## src/rtl/pscpwm.sv

```systemverilog
module pscpwm #(
  parameter int N_CELLS = 6,
  parameter int REF_W   = 12,
  parameter int CNT_W   = 11
) (
  input  logic                    clk,
  input  logic                    rst_n,
  input  logic [CNT_W-1:0]        period,
  input  logic signed [REF_W-1:0] ref_in,
  input  logic [N_CELLS-1:0]      bypass,
  output logic                    sample_stb,
  output logic [N_CELLS-1:0]      leg_a,
  output logic [N_CELLS-1:0]      leg_b
);
  localparam int PH_W  = CNT_W + 1;
  localparam int CMP_W = ((REF_W > PH_W + 1) ? REF_W : PH_W + 1) + 1;
  localparam int OFF_W = PH_W + $clog2(N_CELLS) + 1;

  logic [CNT_W-1:0]        per_q;
  logic [PH_W-1:0]         ph;
  logic [PH_W-1:0]         span;
  logic                    wrap;
  logic signed [REF_W-1:0] ref_q;
  logic signed [CMP_W-1:0] ref_x, ref_n;
  logic [N_CELLS-1:0]      a_nx, b_nx;

  assign span       = {per_q, 1'b0};
  assign wrap       = ({1'b0, ph} + 1'b1) >= {1'b0, span};
  assign sample_stb = (ph == {1'b0, per_q});
  assign ref_x      = {{(CMP_W-REF_W){ref_q[REF_W-1]}}, ref_q};
  assign ref_n      = -ref_x;

  always_ff @(posedge clk or negedge rst_n) begin
    if (!rst_n) begin
      ph    <= '0;
      per_q <= '0;
      ref_q <= '0;
    end else begin
      if (wrap) begin
        ph    <= '0;
        per_q <= period;
      end else begin
        ph <= ph + 1'b1;
      end
      if (sample_stb) ref_q <= ref_in;
    end
  end

  for (genvar k = 0; k < N_CELLS; k++) begin : g_cell
    logic [OFF_W-1:0]        prod;
    logic [PH_W-1:0]         off;
    logic [PH_W:0]           sum;
    logic [PH_W-1:0]         pos;
    logic [PH_W-1:0]         tri_h;
    logic signed [CMP_W-1:0] car;

    assign prod  = OFF_W'(span) * OFF_W'(k);
    assign off   = PH_W'(prod / OFF_W'(N_CELLS));
    assign sum   = {1'b0, ph} + {1'b0, off};
    assign pos   = (sum >= {1'b0, span}) ? PH_W'(sum - {1'b0, span}) : PH_W'(sum);
    assign tri_h = (pos < {1'b0, per_q}) ? pos : span - pos;
    assign car   = $signed(CMP_W'({tri_h, 1'b0})) - $signed(CMP_W'(per_q));
    assign a_nx[k] = ref_x > car;
    assign b_nx[k] = ref_n > car;
  end

  always_ff @(posedge clk or negedge rst_n) begin
    if (!rst_n) begin
      leg_a <= '0;
      leg_b <= '0;
    end else begin
      leg_a <= a_nx & ~bypass;
      leg_b <= b_nx & ~bypass;
    end
  end
endmodule

```

## config.mk

```make
export PLATFORM = sky130hd
export DESIGN_NAME = pscpwm
export DESIGN_NICKNAME = d
export VERILOG_FILES = /design/src/rtl/pscpwm.sv
export SDC_FILE = /design/constraint.sdc
export NUM_CORES = 1
export LEC_CHECK = 0
export ABC_AREA = 1
export BUFFER_PORTS_ARGS = -buffer_cell sky130_fd_sc_hd__buf_2
export CELL_PAD_IN_SITES_DETAIL_PLACEMENT = 1
export CELL_PAD_IN_SITES_GLOBAL_PLACEMENT = 2
export CORE_ASPECT_RATIO = 1.5
export CORE_UTILIZATION = 37
export DETAILED_ROUTE_END_ITERATION = 16
export GPL_ROUTABILITY_DRIVEN = 1
export PLACE_DENSITY = 0.8
export SLEW_MARGIN = 5
export SYNTH_ARGS = -nofsm -noshare
export SYNTH_HDL_FRONTEND = slang
export SYNTH_SLANG_ARGS = --single-unit
```

## constraint.sdc

```tcl
create_clock -name clk -period 18 [get_ports clk]
set_input_delay 3.6 -clock clk [delete_from_list [all_inputs] [get_ports clk]]
set_output_delay 3.6 -clock clk [all_outputs]
set_load 0.02 [all_outputs]
```

* Word-level counts from Yosys, hierarchy flattened
Cells that the tools add are included.
** Storage, ports and cells
- Logic and storage cells :: 80
- Register bits after elaboration :: 47
** Operators by class
- Magnitude comparators :: 25
- Multiplexer cells :: 13
- Multipliers :: 2
- Bitwise logic cells :: 3
- Divide/modulo/power cells :: 5
- Equal/unequal tests :: 1
- Add/subtract/negate cells :: 26
** Operators with widths (number)
- $mux W12 :: 13
- $sub A12 B12 Y12 :: 12
- $gt A12 B14 Y1 :: 6
- $gt A14 B14 Y1 :: 6
- $sub A13 B11 Y14 :: 6
- $ge A13 B12 Y1 :: 6
- $lt A12 B11 Y1 :: 6
- $add A12 B12 Y13 :: 5
- $div A14 B3 Y16 const B :: 2
- $div A12 B3 Y16 const B :: 1
- $div A13 B3 Y16 const B :: 1
- $div A15 B3 Y16 const B :: 1
- $mul A11 B3 Y14 const B :: 1
- $neg A12 Y14 :: 1
- $add A12 B1 Y13 const B :: 1
- $mul A11 B2 Y13 const B :: 1
- $add A12 B1 Y12 const B :: 1
- $and A6 B6 Y6 :: 2
- $eq A12 B11 Y1 :: 1
- $ge A12 B12 Y1 :: 1
- $not A6 Y6 :: 1

* Longest topological paths before layout
- Word-level depth :: 10
- Depth in mapped cells :: 122

* Worst setup path before layout
No wires, ideal clock.
- Kind :: register to register
- Start point :: reg per_q[1]
- End point :: reg leg_b[4]
- Arrival time :: 15.583 ns
- Path slack :: 2.275 ns
- Clock period less this slack :: 15.725 ns
- Data required time :: 17.858 ns
- Stages on the path, launching flop included :: 105
- Cells stage by stage :: dfrtp_1 -> clkinv_1 -> ha_1 -> inv_2 -> nand3_2 -> nand2_1 -> nand3_1 -> xor2_2 -> nand3_2 -> nand3_2 -> nand3_2 -> nor2_4 -> nand4_1 -> nand3_2 -> buf_6 -> nand3_4 -> nand2_2 -> nand2_2 -> [69 not listed] -> nand2_1 -> a21oi_1 -> o21bai_1 -> a21oi_1 -> o21ai_0 -> a21oi_1 -> o21bai_1 -> a21oi_1 -> nand2_1 -> xnor2_1 -> ha_1 -> nand2_1 -> nor4_1 -> a21oi_1 -> o21ai_0 -> a21oi_1 -> a21oi_1 -> a211oi_1
** Between the ends
- Word-level cells in the longest chain between the ends :: 9
- Elaborated cells on any way between the ends :: 11
- Those cells by class :: add/sub: 4; div: 1; order compare: 3; mux: 2; bitwise: 1
** Ends and longest elaborated chain
- start: declaration :: RTL line 19 : logic [CNT_W-1:0] per_q;
- start signal: assignment :: RTL line 41 : per_q <= period;
- $div A14 B3 Y16 :: RTL line 58 : assign off = PH_W'(prod / OFF_W'(N_CELLS));
- $add A12 B12 Y13 :: RTL line 59 : assign sum = {1'b0, ph} + {1'b0, off};
- $sub A12 B12 Y12 / $ge A13 B12 Y1 (equally long branches) :: RTL line 60 : assign pos = (sum >= {1'b0, span}) ? PH_W'(sum - {1'b0, span}) : PH_W'(sum);
- $mux W12 :: RTL line 60
- $sub A12 B12 Y12 / $lt A12 B11 Y1 (equally long branches) :: RTL line 61 : assign tri_h = (pos < {1'b0, per_q}) ? pos : span - pos;
- $mux W12 :: RTL line 61
- $sub A13 B11 Y14 (*) :: RTL line 62 : assign car = $signed(CMP_W'({tri_h, 1'b0})) - $signed(CMP_W'(per_q));
- $gt A14 B14 Y1 (*) :: RTL line 64 : assign b_nx[k] = ref_n > car;
- $and A6 B6 Y6 (*) :: RTL line 73 : leg_b <= b_nx & ~bypass;
- end signal: assignment :: RTL line 73
- end: declaration :: RTL line 13 : output logic [N_CELLS-1:0] leg_b
Every way passes the cells marked *; elsewhere a longest branch is shown, timed or not.
A chain may end at the register's enable or synchronous reset.

* Worst setup path after layout
- Start point :: reg per_q[8]
- End point :: reg leg_b[4]
The elaborated chain is that of the path after synthesis.

==> impl_metrics.csv <==
group,metric,value,unit
status,status,"finished clean",
worst_hold_path,hold_start,"ref_q[0]",
sta,tns,0,ps
critical_path,critPathKind,"flop to flop",
global_route,antenna_found_initial,0,
critical_path,worstPathArrival,16550,ps
final_layout,n_antenna_cell,0,
clock_network,cts.sinks,47,
placement,place_inst,4861,
route,first_pass_iters,6,
global_route,grt_pass1_vias,27200,
yosys,ys_ff_latch,47,
final_layout,fin_nets,4561,
critical_path,crit_start,"per_q[8]",
yosys,ys_types,68,
critical_path,slowest_delay,430,ps
final_layout,drive_above_1_share,8.34,%
critical_path,cp-start-kind,"flop",
yosys,seq_area_frac_synth,4.67,%
placement,hpwlAfterDp,79800,um
clock_network,cts_buffers,5,
floorplan,dieArea,0.0691,mm^2
critical_path,worst_path_max_delay_cell,"o21ai_0",
route,wl_met1,40600,um
yosys,synth_edf_count,0,
worst_hold_path,hold_class,"flop to flop",
route,wl_met3,1360,um
floorplan,fp-row-count,116,
global_route,grt_pass1_wl,150000,um
sta,max-slew-margin-rel,32.5,%
clock_network,cts_hold_buf,0,
critical_path,crit_end,"leg_b[4]",
critical_path,crit_family,"simple AND/OR/NAND/NOR gates",
clock_network,h-tree-depth,2,
route,met2_wirelength,50400,um
flow_run,max_cap_viol_count,0,
route,dr_total_vias,26200,
critical_path,path_common_cell,"a21oi_1",
floorplan,initial_utilization,37.5,%
yosys,netlist_area,0.0252,mm^2
sta,rsz0062_at_grt,"true",
critical_path,crit_fanout,22,
sta,finalHoldViolCount,0,
yosys,syn-mean-instance-area,6.41,um^2
sta,period_share,90.8,%
power,power_density,9.26,mW/mm^2
clock_network,cts-root-buf,"clkbuf_16",
yosys,ys_warn_count,0,
route,drt_iter0_drc,984,
yosys,syn-num-nets,4493,
route,detail-route-antenna-nets,0,
critical_path,regToRegEndpoint,"leg_b[4]",
floorplan,dieHeight,321,um
critical_path,timing.rr.start,"per_q[8]",
critical_path,critPathCaptureType,"flop",
sta,tightest_slew,1010,ps
global_route,overflow,0,
placement,port_buffers,43,
placement,gp_congestion,0.912,
yosys,async_flop_share,100,%
route,drt_wl_total,95200,um
global_route,grt_max_degree,48,
critical_path,regToRegSetupSlack,1660,ps
route,via_per_inst,5.38,
clock_network,cts_tree,"built",
yosys,synthFlopType,"dfrtp_1",
final_layout,syn2layout_area_growth,7.39,%
critical_path,critPathBufInv,13,
critical_path,cp_num_cells,105,
floorplan,io_pins,44,
route,drc,0,
final_layout,stdcell_count,4878,
sta,whs,628,ps
sta,max_freq,0.0612,GHz
sta,skew,14.5,ps
route,top_layer_used,"met4",
sta,timing.final.crit_period,16340,ps
global_route,grt_use_total,27.5,%
sta,slew_viol_final,0,
placement,placed_area,0.0266,mm^2
sta,setup_violations,0,
power,finalPower,0.250,mW
floorplan,die_w,215,um
clock_network,insertion_delay,340,ps
clock_network,clockBufferDepth,2,
floorplan,core,0.0671,mm^2
critical_path,cp.required,18210,ps
critical_path,reg2reg_depth,105,
final_layout,stdcell_area,0.0270,mm^2
yosys,synth_cells,3924,
power,ir_drop,0.0000333,V
route,routedWlPerCell,19.5,um
power,p_leak,15.2,nW
clock_network,clk_pin_slew,80,ps
timing repair:
| item | 4_1_cts | 5_1_grt |
|---|---|---|
| buffers inserted | 0 | 9 |
| setup endpoints to repair | 0 | 10 |
| gates resized for setup | 0 | 34 |
worst register-to-register path: cells and delay by family, from the launching register on:
| kind | cells | cell delay, ps |
|---|---|---|
| AOI/OAI and AO/OA | 32 | 4540 |
| buffers and inverters | 13 | 1590 |
| xor gates and xnor gates | 1 | 280 |
| adders and majority gates | 8 | 2540 |
| DFF | 1 | 410 |
| and+or+nand+nor | 51 | 6870 |
sequential cells by signal (all words and copies together) (netlist names):
name / count
ph: 12
leg_b: 6
per_q: 11
ref_q: 12
leg_a: 6
power by group:
part           internal (mW)  switching (mW)  leakage (nW)  total (mW)
clock network         0.0801          0.0549        0.0911       0.135
registers              0.106        0.000163         0.513       0.106
logic                0.00327         0.00560          14.6     0.00888
cell usage after synthesis, types with 38 or more instances:
cell type	count	area [um^2]
nand2_2	39	244
nor2_1	185	694
ha_1	513	6420
o21bai_1	71	533
nand3_1	239	1200
o21ai_0	278	1390
nor3_1	38	190
nand2_1	850	3190
xnor2_1	66	578
nand4_1	88	551
xor2_1	193	1690
dfrtp_1	47	1180
inv_1	575	2160
a21oi_1	347	1740
worst min-delay path by stage:
stage          slack (ps)        to  cells past startpoint
3_3_place_gp          580  ref_q[0]                      2
4_1_cts               620  ref_q[0]                      2
6_report              630  ref_q[0]                      2
2_1_floorplan         550  ref_q[0]                      2
5_1_grt               700  ref_q[0]                      2
3_5_place_dp          610  ref_q[0]                      2
cell families (layout without fill, tap and decap cells):
| group | after synthesis | in the layout | synth area share, % |
|---|---|---|---|
| AOI/OAI and AO/OA | 833 | 833 | 18.9 |
| xor gates and xnor gates | 260 | 260 | 9.08 |
| adders and majority gates | 538 | 538 | 27.5 |
| buffers and inverters | 646 | 715 | 9.89 |
| DFF | 47 | 47 | 4.67 |
| muxes | 2 | 2 | 0.0845 |
| and+or+nand+nor | 1598 | 1598 | 29.9 |
layer usage:
layer / up-vias / global-route usage [%]
li1: 13300 / -
met1: 12500 / 31.5
met4: 0 / 7.84
met2: 277 / 54.3
met5: - / 0
met3: 122 / 1.18
cells in the final DEF, fill, tap and decap left out, types with 25 or more instances in the layout:
master and count:
inv_1 572, o21ai_0 273, nand3_2 32, fa_1 25, xnor2_1 66, nor3_1 38
nand3_1 236, o21bai_1 71, buf_2 43, dfrtp_1 43, nand2_1 846, nand2_2 41
inv_2 28, a21oi_1 347, ha_1 513, a21o_1 25, xor2_1 192, nor2_1 183
buf_4 52, nand4_1 88
metrics by stage:
stage | util (%) | setup WS (ps)
6_report | 40.3 | 1660
5_1_grt | 40.3 | -91.5
4_1_cts | 40.0 | 404
3_5_place_dp | 39.7 | 466
3_3_place_gp | 39.7 | 953
2_1_floorplan | - | 2280
final cells by class:
cell class	instances	area [um^2]
clock buffers	6	129
well taps	885	1110
clock inverters	2	60.1
flip-flops and latches	47	1190
inverters	609	2290
repair buffers	98	639
multi-input cells	3231	21600
fillers	9051	40000
Power figures use the tool's default switching activity.
